### src/rtl/tsd_pkg.sv
package tsd_pkg;

    // Diagnostic pin selection codes
    typedef enum logic [2:0] {
        TS_SHIFT  = 3'b000,
        TS_ONE    = 3'b001,
        TS_REFDIV = 3'b010,
        TS_MCNT   = 3'b011,
        TS_FOUT   = 3'b100,
        TS_ZERO   = 3'b101,
        TS_BYPASS = 3'b110,
        TS_FOUTQ  = 3'b111
    } tsel_e;

    // Index of each sampled clock inside the tick vector
    localparam int SRC_OSC = 0;
    localparam int SRC_SER = 1;
    localparam int SRC_REF = 2;
    localparam int NUM_SRC = 3;

    localparam int NCODE_W = 2;
    localparam int HALF_W  = 4;

    // Source ticks per half output period for a given N code
    function automatic logic [HALF_W-1:0] half_ticks(input logic [NCODE_W-1:0] code);
        return HALF_W'(1) << code;
    endfunction

endpackage

### src/rtl/tsd_edge_tick.sv
module tsd_edge_tick #(
    parameter int STAGES = 2
) (
    input  logic clk,
    input  logic rst,
    input  logic din,
    output logic tick
);
    logic [STAGES:0] sh;

    always_ff @(posedge clk) begin
        if (rst) sh <= '0;
        else     sh <= {sh[STAGES-1:0], din};
    end

    assign tick = sh[STAGES-1] & ~sh[STAGES];

endmodule

### src/rtl/tsd_fb_counter.sv
module tsd_fb_counter #(
    parameter int M_W = 9
) (
    input  logic           clk,
    input  logic           rst,
    input  logic           tick,
    input  logic [M_W-1:0] m_i,
    output logic           pulse_o
);
    logic [M_W-1:0] m_act;
    logic [M_W-1:0] cnt;
    logic           term;

    assign term = ({1'b0, cnt} + 1'b1) >= {1'b0, m_act};

    always_ff @(posedge clk) begin
        if (rst) begin
            m_act   <= m_i;
            cnt     <= '0;
            pulse_o <= 1'b0;
        end else if (tick) begin
            if (term) begin
                cnt     <= '0;
                m_act   <= m_i;
                pulse_o <= 1'b1;
            end else begin
                cnt     <= cnt + 1'b1;
                pulse_o <= 1'b0;
            end
        end
    end

    AST_MPULSE_ON_TICK: assert property (@(posedge clk) disable iff (rst)
        $rose(pulse_o) |-> $past(tick));
    AST_MCNT_RANGE: assert property (@(posedge clk) disable iff (rst)
        (m_act != '0) |-> (cnt < m_act));

endmodule

### src/rtl/tsd_post_div.sv
module tsd_post_div
    import tsd_pkg::*;
(
    input  logic               clk,
    input  logic               rst,
    input  logic               tick,
    input  logic [NCODE_W-1:0] n_i,
    output logic               fout_o,
    output logic               rise_o
);
    logic [NCODE_W-1:0] n_act;
    logic [HALF_W-1:0]  hcnt;
    logic               term;

    assign term = (hcnt + 1'b1) >= half_ticks(n_act);

    always_ff @(posedge clk) begin
        if (rst) begin
            n_act  <= n_i;
            hcnt   <= '0;
            fout_o <= 1'b0;
            rise_o <= 1'b0;
        end else begin
            rise_o <= 1'b0;
            if (tick) begin
                if (term) begin
                    hcnt   <= '0;
                    fout_o <= ~fout_o;
                    rise_o <= ~fout_o;
                    if (fout_o) n_act <= n_i;
                end else begin
                    hcnt <= hcnt + 1'b1;
                end
            end
        end
    end

    AST_FOUT_ON_TICK: assert property (@(posedge clk) disable iff (rst)
        !tick |=> $stable(fout_o));
    AST_N_AT_PERIOD_END: assert property (@(posedge clk) disable iff (rst)
        !$stable(n_act) |-> $fell(fout_o));

endmodule

### src/rtl/tsd_pow2_div.sv
module tsd_pow2_div #(
    parameter int LOG2 = 4
) (
    input  logic clk,
    input  logic rst,
    input  logic tick,
    output logic q_o
);
    logic [LOG2-1:0] cnt;

    always_ff @(posedge clk) begin
        if (rst)       cnt <= '0;
        else if (tick) cnt <= cnt + 1'b1;
    end

    assign q_o = cnt[LOG2-1];

    AST_DIV_ON_TICK: assert property (@(posedge clk) disable iff (rst)
        !tick |=> $stable(q_o));

endmodule

### src/rtl/testsel_divchain.sv
module testsel_divchain
    import tsd_pkg::*;
#(
    parameter int M_W         = 9,
    parameter int SYNC_STAGES = 2,
    parameter int REF_LOG2    = 4,
    parameter int FOUT_LOG2   = 2
) (
    input  logic               clk,
    input  logic               rst,
    input  logic               ref_clk_i,
    input  logic               ser_clk_i,
    input  logic               osc_clk_i,
    input  logic [M_W-1:0]     m_val_i,
    input  logic [NCODE_W-1:0] n_code_i,
    input  logic [2:0]         t_sel_i,
    input  logic               ser_dout_i,
    output logic               fout_o,
    output logic               test_o
);
    logic [NUM_SRC-1:0] clk_raw;
    logic [NUM_SRC-1:0] tick;
    tsel_e              mode;
    logic               bypass;
    logic               src_tick;
    logic               m_pulse;
    logic               fout_rise;
    logic               ref_div;
    logic               fout_div;
    logic               test_d;

    always_comb begin
        clk_raw          = '0;
        clk_raw[SRC_OSC] = osc_clk_i;
        clk_raw[SRC_SER] = ser_clk_i;
        clk_raw[SRC_REF] = ref_clk_i;
    end

    for (genvar g = 0; g < NUM_SRC; g++) begin : g_tick
        tsd_edge_tick #(.STAGES(SYNC_STAGES)) u_tick (
            .clk  (clk),
            .rst  (rst),
            .din  (clk_raw[g]),
            .tick (tick[g])
        );
    end

    assign mode     = tsel_e'(t_sel_i);
    assign bypass   = (mode == TS_BYPASS);
    assign src_tick = bypass ? tick[SRC_SER] : tick[SRC_OSC];

    tsd_fb_counter #(.M_W(M_W)) u_fb (
        .clk     (clk),
        .rst     (rst),
        .tick    (src_tick),
        .m_i     (m_val_i),
        .pulse_o (m_pulse)
    );

    tsd_post_div u_post (
        .clk    (clk),
        .rst    (rst),
        .tick   (src_tick),
        .n_i    (n_code_i),
        .fout_o (fout_o),
        .rise_o (fout_rise)
    );

    tsd_pow2_div #(.LOG2(REF_LOG2)) u_refdiv (
        .clk  (clk),
        .rst  (rst),
        .tick (tick[SRC_REF]),
        .q_o  (ref_div)
    );

    tsd_pow2_div #(.LOG2(FOUT_LOG2)) u_foutdiv (
        .clk  (clk),
        .rst  (rst),
        .tick (fout_rise),
        .q_o  (fout_div)
    );

    always_comb begin
        case (mode)
            TS_SHIFT:  test_d = ser_dout_i;
            TS_ONE:    test_d = 1'b1;
            TS_REFDIV: test_d = ref_div;
            TS_MCNT:   test_d = m_pulse;
            TS_FOUT:   test_d = fout_o;
            TS_ZERO:   test_d = 1'b0;
            TS_BYPASS: test_d = m_pulse;
            TS_FOUTQ:  test_d = fout_div;
            default:   test_d = 1'b0;
        endcase
    end

    always_ff @(posedge clk) begin
        if (rst) test_o <= 1'b0;
        else     test_o <= test_d;
    end

    AST_BYPASS_OSC_BLIND: assert property (@(posedge clk) disable iff (rst)
        (bypass && !tick[SRC_SER]) |=> $stable(fout_o));
    AST_NORMAL_SER_BLIND: assert property (@(posedge clk) disable iff (rst)
        (!bypass && !tick[SRC_OSC]) |=> $stable(fout_o));
    AST_CONST_HIGH: assert property (@(posedge clk) disable iff (rst)
        (mode == TS_ONE) |=> test_o);
    AST_CONST_LOW: assert property (@(posedge clk) disable iff (rst)
        (mode == TS_ZERO) |=> !test_o);

endmodule

### config.mk
export PLATFORM = sky130hd
export DESIGN_NAME = testsel_divchain
export DESIGN_NICKNAME = d
export VERILOG_FILES = /design/src/rtl/tsd_pkg.sv /design/src/rtl/tsd_edge_tick.sv /design/src/rtl/tsd_fb_counter.sv /design/src/rtl/tsd_post_div.sv /design/src/rtl/tsd_pow2_div.sv /design/src/rtl/testsel_divchain.sv
export SDC_FILE = /design/constraint.sdc
export NUM_CORES = 1
export LEC_CHECK = 0
export BUFFER_PORTS_ARGS = -buffer_cell sky130_fd_sc_hd__buf_2
export CAP_MARGIN = 30
export CORE_ASPECT_RATIO = 0.5
export CORE_MARGIN = 3
export CORE_UTILIZATION = 62
export CTS_CLUSTER_DIAMETER = 120
export DETAILED_ROUTE_END_ITERATION = 10
export HOLD_SLACK_MARGIN = 0.03
export PLACE_DENSITY_LB_ADDON = 0.25
export SLEW_MARGIN = 20
export SYNTH_ARGS = -nofsm -noshare
export SYNTH_HDL_FRONTEND = slang
export SYNTH_SLANG_ARGS = --single-unit
### constraint.sdc
create_clock -name clk -period 4.18 [get_ports clk]
set_input_delay 0.836 -clock clk [delete_from_list [all_inputs] [get_ports clk]]
set_output_delay 0.836 -clock clk [all_outputs]
set_load 0.05 [all_outputs]
==> qor.csv, run 1 <==
stage,metric,value,unit
timing,finalHoldViolCount,0,
setup_path,cp.required,4.21,ns
timing,fin_crit,3.26,ns
pwr,finalPower,772,uW
setup_path,critPathMaxFanout,16,
timing,fmax,306,MHz
global_routing,antenna_found_initial,0,
die,fp.dieH,47.3,um
die,start_util,67.6,%
layout,post-route-cell-area,2320,um^2
timing,slew_viol_final,0,
routing,vias,1577,
min_path,whs_endpoint,g_tick[0].u_tick.sh[1],
layout,num_antenna_cells,0,
die,dieArea,4200,um^2
layout,syn2layout_area_growth,9.50,%
timing,rsz0062_at_grt,false,
logic_synthesis,syn_area,2120,um^2
layout,layout_common_cells,"dfxtp_1, buf_2, nand2_1, ha_1, nor2_1",
timing,max_slew_margin,45.4,%
setup_path,r2r_slack,0.92,ns
global_routing,grt_start_max_net_pins,29,
cts,cts_sinks,43,
cts,cts_max_level,2,
routing,post_drt_via_cell_ratio,5.69,
routing,wl,3730,um
global_routing,grt-ovfl-total,0,
die,rows,14,
routing,drc,0,
logic_synthesis,synth-edff-count,11,
logic_synthesis,synth_nets,251,
cts,cts_tree,done,
routing,firstDrtPassIters,4,
min_path,hp-start,g_tick[0].u_tick.sh[0],
layout,drive_gt1_share,16.0,%
setup_path,cp-end-kind,register,
cts,cts_root_buf,clkbuf_8,
place,routabilityCongestion,0.911,
layout,fin_util,74.0,%
run_status,run_status,finished clean,
cts,clock_path_buffers,2,
place,dp_cells,269,
layout,final_nets,272,
logic_synthesis,synth-seq-area-share,45.8,%
setup_path,worstReg2RegStart,u_fb.cnt[0],
timing,tightest_slew,0.803,ns
cts,clk_latency,0.29,ns
routing,ant_nets,0,
timing,finalSetupViolCount,0,
timing,fin_ws,0.916,ns
min_path,min_path_cells,1,
setup_path,reg2regPathDepth,10,
cts,numCtsBuffers,5,
routing,drtIter0Drc,47,
pwr,p_leak,1.00,nW
routing,wl_per_cell,13.5,um
timing,whs,0.435,ns
logic_synthesis,synthCells,215,
run,max_cap_viol_count,0,
layout,layout_commonest_cell,dfxtp_1,
global_routing,grt_pass1_vias,1365,
cts,ctsHoldBuffers,0,
setup_path,path_class,reg2reg,
logic_synthesis,avgSynthCellArea,9.86,um^2
setup_path,rr_endpoint,u_fb.m_act[2],
logic_synthesis,synth_cell_types,39,
global_routing,grt_pass1_wl,6030,um
setup_path,start_kind,register,
cts,clk_pin_slew_worst_paths,0.08,ns
logic_synthesis,async_flop_share,0,%
min_path,min_path_type,reg2reg,
pwr,ir_drop,0.201,mV
logic_synthesis,yosys_warnings,0,
logic_synthesis,synth-main-ff-cell,dfxtp_1,
place,post-place-ws,1.03,ns
place,dp_hpwl,2660,um
setup_path,crit_path_start,u_fb.cnt[0],
timing,fin_crit_sh,78.1,%
die,core-area,3140,um^2
logic_synthesis,yosys.area.top_type,dfxtp_1,
pwr,power_density,333,nW/um^2
timing,timing.setup.tns,0,ns
cts,cts_setup_buffers,0,
layout,stdcell_count,277,
die,io_pins,22,
cts,cts_resized,0,
die,die_w,88.7,um
global_routing,grtUsageTotal,19.5,%
timing,clock_skew,0.00557,ns
place,io_buffers,21,
logic_synthesis,netlist.area_leader.share,30.2,%
logic_synthesis,ys_seq_elements,43,
setup_path,arrival,3.29,ns
logic_synthesis,synth_area_leaders,"dfxtp_1, edfxtp_1, ha_1",
place,place_area,2240,um^2
-- area by class of cell --
class	instances	area (um^2)
Fill cell	231	815
Inverter	13	48.8
Sequential cell	43	971
Clock inverter	2	11.3
Timing Repair Buffer	21	105
Clock buffer	6	72.6
Tap cell	40	50.0
Multi-Input combinational cell	152	1060
-- registers in the layout (all words and copies together), names as in the netlist --
register	cells
u_fb.m_act	9
u_refdiv.cnt	4
g_tick.u_tick.sh	9
u_post.fout_o	1
u_post.n_act	2
u_post.hcnt	4
u_foutdiv.cnt	2
u_fb.pulse_o	1
u_post.rise_o	1
test_o	1
u_fb.cnt	9
-- report_power, final --
group | switching (mW) | internal [mW]
clock network | 0.137 | 0.117
registers | 0.00773 | 0.441
logic | 0.0390 | 0.0298
total | 0.184 | 0.588
-- synthesized netlist by cell type, types with 2 or more instances --
cell type	number
o22ai_1	3
nand3_1	10
nand2_1	20
o21ai_0	3
xnor2_1	7
buf_4	3
ha_1	16
and2_1	2
clkbuf_1	4
dfxtp_1	32
inv_1	13
a31oi_1	7
nor2_1	14
nand2b_1	7
nand4_1	6
edfxtp_1	11
mux2i_1	5
nor2b_1	11
xor2_1	8
a21oi_1	11
or3_1	2
a21o_1	3
-- routing by layer --
metal	global-route usage [%]	up-vias	wire [um]
met5	0	-	0
met4	7.53	0	46
met3	5.25	9	226
met2	33.8	52	1740
met1	24.0	726	1720
li1	-	790	-
-- worst max-delay path, stage by stage, from the launching register on --
cell and delay [ns]:
dfxtp_1 0.43, ha_1 0.27, nand3_1 0.21, nor3_1 0.27, xor2_1 0.23, ha_1 0.29, nand3_1 0.11, a21o_1 0.11
o311a_1 0.56, a21oi_1 0.14, or2_2 0.39
-- kinds of logic after synthesis --
kind of cell / count (synthesis) / synth area share [%]
flops: 43 / 45.8
buf+inv: 20 / 4.07
xor+xnor: 15 / 6.20
fa+ha+maj: 16 / 9.45
mux: 8 / 4.25
simple gates: 80 / 20.0
compound gates: 33 / 10.2
-- worst max-delay path by stage --
stage,end,depth (start not counted)
after floorplan,u_fb.m_act[0],10
after global placement,u_fb.m_act[1],10
after detailed placement,u_fb.m_act[2],10
after CTS,u_fb.m_act[2],10
after global routing,u_fb.m_act[0],10
final,u_fb.m_act[2],10
No activity file was read; power rests on OpenSTA's default activity.
==> run 2: changes to the inputs <==
--- a/config.mk
+++ b/config.mk
@@ -9,7 +9,7 @@
 export CAP_MARGIN = 30
 export CORE_ASPECT_RATIO = 0.5
 export CORE_MARGIN = 3
-export CORE_UTILIZATION = 62
+export CORE_UTILIZATION = 58
 export CTS_CLUSTER_DIAMETER = 120
 export DETAILED_ROUTE_END_ITERATION = 10
 export HOLD_SLACK_MARGIN = 0.03
==> constraint.sdc (replaced) <==
create_clock -name clk -period 3.1 [get_ports clk]
set_input_delay 0.62 -clock clk [delete_from_list [all_inputs] [get_ports clk]]
set_output_delay 0.62 -clock clk [all_outputs]
set_load 0.05 [all_outputs]
==> qor.csv, run 2 (synthesized netlist as in run 1, its figures left out) <==
stage,metric,value,unit,change
layout,top_regs,"g_tick.u_tick.sh (9), u_fb.cnt (9), u_fb.m_act (9)",,unchanged
routing,routed-wl-met3,195,um,was 226 um
pwr,ir_drop,0.321,mV,was 0.201 mV
place,routabilityCongestion,0.902,,was 0.911
cts,clk_latency,0.29,ns,about the same
timing,fmax,363,MHz,was 306 MHz
layout,nFillCells,250,,was 231
timing,slew_viol_final,0,,unchanged
timing,finalHoldViolCount,0,,unchanged
die,rows,14,,unchanged
layout,syn2layout_area_growth,12.3,%,was 9.50%
place,io_buffers,21,,unchanged
timing,timing.setup.tns,0,ns,unchanged
cts,clock_path_buffers,2,,unchanged
setup_path,path_class,reg2reg,,unchanged
routing,ant_nets,0,,unchanged
place,dp_hpwl,2800,um,was 2660 um
layout,multi_input_area,1060,um^2,unchanged
timing,rsz0062_at_grt,false,,unchanged
pwr,sequentialPowerShare,52.8,%,was 58.1%
cts,ctsHoldBuffers,0,,unchanged
run,max_cap_viol_count,0,,unchanged
layout,final_nets,274,,was 272
cts,cts_root_buf,clkbuf_8,,unchanged
layout,fin_util,73.4,%,was 74.0%
timing,max_slew_margin,56.7,%,was 45.4%
pwr,power_density,482,nW/um^2,was 333 nW/um^2
cts,cts_tree,done,,unchanged
routing,wl_met2,1940,um,was 1740 um
pwr,switching_share,21.8,%,was 23.8%
die,core-area,3240,um^2,was 3140 um^2
timing,tightest_slew,0.637,ns,was 0.803 ns
pwr,p_leak,1.03,nW,was 1.00 nW
routing,top_layer_used,met4,,unchanged
layout,drive_gt1_share,17.2,%,was 16.0%
die,io_pins,22,,unchanged
setup_path,cp-end-kind,register,,unchanged
run_status,run_status,finished clean,,unchanged
routing,wl,3950,um,was 3730 um
global_routing,grt_pass1_wl,7200,um,was 6030 um
die,dieArea,4460,um^2,was 4200 um^2
routing,wl_met1,1780,um,was 1720 um
cts,cts_max_level,2,,unchanged
min_path,min_path_type,reg2reg,,unchanged
pwr,internal-power,896,uW,was 588 uW
routing,post_drt_via_cell_ratio,5.49,,was 5.69
pwr,comb_power_share,8.2,%,was 8.9%
setup_path,critPathMaxFanout,9,,was 16
routing,drc,0,,unchanged
cts,clk_pin_slew_worst_paths,0.08,ns,about the same
cts,cts_resized,0,,unchanged
timing,fin_crit_sh,88.8,%,was 78.1%
global_routing,grt-ovfl-total,0,,unchanged
global_routing,antenna_found_initial,0,,unchanged
setup_path,arrival,2.78,ns,was 3.29 ns
die,die_w,91.5,um,was 88.7 um
timing,finalSetupViolCount,0,,unchanged
routing,wl_per_cell,13.7,um,was 13.5 um
setup_path,cp.required,3.13,ns,was 4.21 ns
timing,clock_skew,0.00853,ns,was 0.00557 ns
layout,layout_commonest_cell,dfxtp_1,,unchanged
routing,firstDrtPassIters,4,,unchanged
setup_path,start_kind,register,,unchanged
cts,cts_sinks,43,,unchanged
routing,drtIter0Drc,98,,was 47
layout,layout_common_cells,"dfxtp_1, buf_2, nand2_1, ha_1, nor2_1",,unchanged
cts,cts_setup_buffers,0,,unchanged
global_routing,grtUsageTotal,20.0,%,was 19.5%
global_routing,grt_pass1_vias,1588,,was 1365
routing,vias,1575,,was 1577
global_routing,grt_start_max_net_pins,29,,unchanged
die,fp.dieH,48.7,um,was 47.3 um
cts,numCtsBuffers,5,,unchanged
die,start_util,65.4,%,was 67.6%
layout,num_antenna_cells,0,,unchanged
pwr,power.share.clock,39.0,%,was 33.0%
timing,fin_crit,2.75,ns,was 3.26 ns
layout,seqCellArea,971,um^2,unchanged
pwr,switchingPower,250,uW,was 184 uW
run 2: cell types whose count changed in the layout (fill, tap and decap cells not counted), sizes merged:
cell    before  now
buf         21   23
bufinv       0    1
inv         14   13
run 2: metrics by stage:
stage | setup slack [ns] | hold WS, ns | cell area (um^2) | instances | power, mW
after global placement | 0.504 | 0.417 | 2260 | 279 | 0.706
after detailed placement | 0.355 | 0.442 | 2260 | 279 | 0.712
after global routing | 0.0960 | 0.473 | 2380 | 287 | 1.21
after floorplan | 0.507 | 0.414 | 2120 | 215 | 0.682
final | 0.346 | 0.447 | 2380 | 287 | 1.15
after CTS | 0.337 | 0.457 | 2380 | 287 | 1.16
run 2: final timing paths:
kind / endpoint / startpoint / slack, ns / cells after the start
worst min register to register: g_tick[0].u_tick.sh[1] / g_tick[0].u_tick.sh[0] / 0.45 / 1
worst min-delay path: g_tick[0].u_tick.sh[1] / g_tick[0].u_tick.sh[0] / 0.45 / 1
worst max-delay path: u_fb.m_act[0] / u_fb.cnt[0] / 0.35 / 10
worst max register to register: u_fb.m_act[0] / u_fb.cnt[0] / 0.35 / 10
run 2: per-layer routing:
layer	vias up	track usage, %
li1	801	-
met1	731	25.8
met2	38	33.4
met3	5	5.57
met4	0	4.75
met5	-	0
run 2: cell type report:
type,count,area share [%]
sequential,43,40.8
clock buffer,6,3.47
tap,48,2.52
inverter,13,2.05
clock inverter,2,1.47
multi-input combinational,152,44.6
timing repair buffer,23,5.05
run 2: power by group through the flow:
| stage | Clock, mW | Combinational (mW) | Sequential (mW) |
|---|---|---|---|
| 6_report | 0.447 | 0.0935 | 0.606 |
| 5_1_grt | 0.491 | 0.106 | 0.609 |
| 4_1_cts | 0.455 | 0.0945 | 0.606 |
| 3_5_place_dp | 0 | 0.0933 | 0.618 |
| 3_3_place_gp | 0 | 0.0883 | 0.618 |
| 2_1_floorplan | 0 | 0.0618 | 0.620 |
run 2: critical path, cell delays in order (launching register included):
cell and delay, ns:
dfxtp_1 0.41, ha_1 0.25, nand3_1 0.19, nor3_1 0.28
xor2_1 0.24, ha_1 0.29, nand3_1 0.10, a21o_1 0.10
o311a_1 0.18, a21oi_1 0.06, or2_2 0.39
==> run 3: changes to the inputs <==
--- a/config.mk
+++ b/config.mk
@@ -13,7 +13,8 @@
 export CTS_CLUSTER_DIAMETER = 120
 export DETAILED_ROUTE_END_ITERATION = 10
 export HOLD_SLACK_MARGIN = 0.03
-export PLACE_DENSITY_LB_ADDON = 0.25
+export PLACE_DENSITY = 0.79
+export SKIP_CTS_REPAIR_TIMING = 1
 export SLEW_MARGIN = 20
 export SYNTH_ARGS = -nofsm -noshare
 export SYNTH_HDL_FRONTEND = slang
==> qor.csv, run 3 (synthesized netlist as in run 1, its figures left out) <==
stage,metric,value,unit,change
run_status,run_status,finished clean,,unchanged
place,dp_hpwl,2850,um,was 2800 um
layout,num_antenna_cells,0,,unchanged
layout,top_regs,"g_tick.u_tick.sh (9), u_fb.cnt (9), u_fb.m_act (9)",,unchanged
global_routing,grt_pass1_wl,6620,um,was 7200 um
pwr,power_density,457,nW/um^2,was 482 nW/um^2
layout,drive_gt1_share,16.7,%,was 17.2%
die,die_w,91.5,um,unchanged
cts,clock_path_buffers,2,,unchanged
timing,tightest_slew,0.549,ns,was 0.637 ns
timing,clock_skew,0.00524,ns,was 0.00853 ns
setup_path,path_delay_family,simple AND/OR/NAND/NOR gates,,unchanged
timing,finalSetupViolCount,0,,unchanged
pwr,ir_drop,0.280,mV,was 0.321 mV
min_path,min_path_type,reg2reg,,unchanged
routing,ant_nets,0,,unchanged
die,fp.dieH,48.7,um,unchanged
routing,wl_per_cell,13.4,um,was 13.7 um
cts,numCtsBuffers,5,,unchanged
layout,syn2layout_area_growth,11.5,%,was 12.3%
global_routing,grt_start_max_net_pins,29,,unchanged
routing,post_drt_via_cell_ratio,5.48,,was 5.49
timing,finalHoldViolCount,0,,unchanged
timing,max_slew_margin,62.7,%,was 56.7%
setup_path,path_class,reg2reg,,unchanged
run,max_cap_viol_count,0,,unchanged
cts,cts_max_level,2,,unchanged
die,start_util,65.4,%,unchanged
global_routing,grt-ovfl-total,0,,unchanged
place,io_buffers,21,,unchanged
routing,wl,3860,um,was 3950 um
routing,drc,0,,unchanged
setup_path,arrival,2.79,ns,was 2.78 ns
timing,slew_viol_final,0,,unchanged
die,io_pins,22,,unchanged
layout,final_nets,274,,unchanged
die,core-area,3240,um^2,unchanged
setup_path,max_stage_delay,0.43,ns,was 0.41 ns
timing,fin_crit_sh,90.6,%,was 88.8%
die,rows,14,,unchanged
die,dieArea,4460,um^2,unchanged
setup_path,cp_slowest_cell,dfxtp_1,,unchanged
layout,layout_common_cells,"dfxtp_1, buf_2, nand2_1, ha_1, nor2_1",,unchanged
cts,cts_tree,done,,unchanged
timing,rsz0062_at_grt,false,,unchanged
setup_path,cp-end-kind,register,,unchanged
routing,drtIter0Drc,54,,was 98
routing,firstDrtPassIters,4,,unchanged
pwr,p_leak,1.02,nW,was 1.03 nW
routing,vias,1572,,was 1575
setup_path,critical_path_buf_inv_count,0,,unchanged
cts,cts_sinks,43,,unchanged
pwr,finalPower,1.08,mW,was 1.15 mW
global_routing,grt_pass1_vias,1511,,was 1588
timing,timing.setup.tns,0,ns,unchanged
setup_path,path_cells,ha_1 > nand3_1 > nor3_1 > xor2_1 > ha_1 > nand3_1 > o311a_1 > a21oi_1 > or2_2,,was ha_1 > nand3_1 > nor3_1 > xor2_1 > ha_1 > nand3_1 > a21o_1 > o311a_1 > a21oi_1 > or2_2
global_routing,grtUsageTotal,18.6,%,was 20.0%
setup_path,cp.required,3.08,ns,was 3.13 ns
layout,seqCellArea,971,um^2,unchanged
cts,clk_latency,0.29,ns,about the same
setup_path,start_kind,register,,unchanged
layout,multi_input_area,1060,um^2,unchanged
layout,nFillCells,246,,was 250
setup_path,critPathMaxFanout,9,,unchanged
layout,layout_commonest_cell,dfxtp_1,,unchanged
global_routing,antenna_found_initial,0,,unchanged
timing,fin_crit,2.81,ns,was 2.75 ns
cts,clk_pin_slew_worst_paths,0.08,ns,about the same
place,routabilityCongestion,0.878,,was 0.902
cts,cts_root_buf,clkbuf_8,,unchanged
timing,fmax,356,MHz,was 363 MHz
## run 3: layer usage
layer  global-route usage (%)  wire length, um
met5                        0                0
met4                     7.00               80
met3                     5.26              200
met2                     30.8             1780
met1                     23.3             1800
## run 3: final cells by class
class / count / share of cell area, %
Multi-Input combinational cell: 152 / 45.0
Timing Repair Buffer: 23 / 5.08
Clock buffer: 8 / 4.24
Inverter: 13 / 2.07
Tap cell: 48 / 2.54
Sequential cell: 43 / 41.1
## run 3: path summary, 6_finish.rpt
check | from | to | slack (ns) | cells after the start
setup / recovery | u_fb.cnt[0] | u_fb.m_act[4] | 0.29 | 9
hold / removal | g_tick[1].u_tick.sh[0] | g_tick[1].u_tick.sh[1] | 0.44 | 1
setup reg to reg | u_fb.cnt[0] | u_fb.m_act[4] | 0.29 | 9
hold reg to reg | g_tick[1].u_tick.sh[0] | g_tick[1].u_tick.sh[1] | 0.44 | 1
## run 3: per-stage QoR
stage / worst slack [ns] / std cells / utilization [%] / hold slack, ns / cell area (um^2)
2_1_floorplan: 0.507 / 215 / - / 0.414 / 2120
3_3_place_gp: 0.495 / 279 / 69.8 / 0.416 / 2260
5_1_grt: 0.116 / 287 / 72.9 / 0.464 / 2360
6_report: 0.290 / 287 / 72.9 / 0.444 / 2360
3_5_place_dp: 0.333 / 279 / 69.8 / 0.431 / 2260
4_1_cts: 0.281 / 287 / 72.9 / 0.450 / 2360
## run 3: report_power, final
| part | internal (mW) | switching (mW) |
|---|---|---|
| Clock | 0.203 | 0.177 |
| Combinational | 0.0410 | 0.0534 |
| Sequential | 0.595 | 0.0111 |
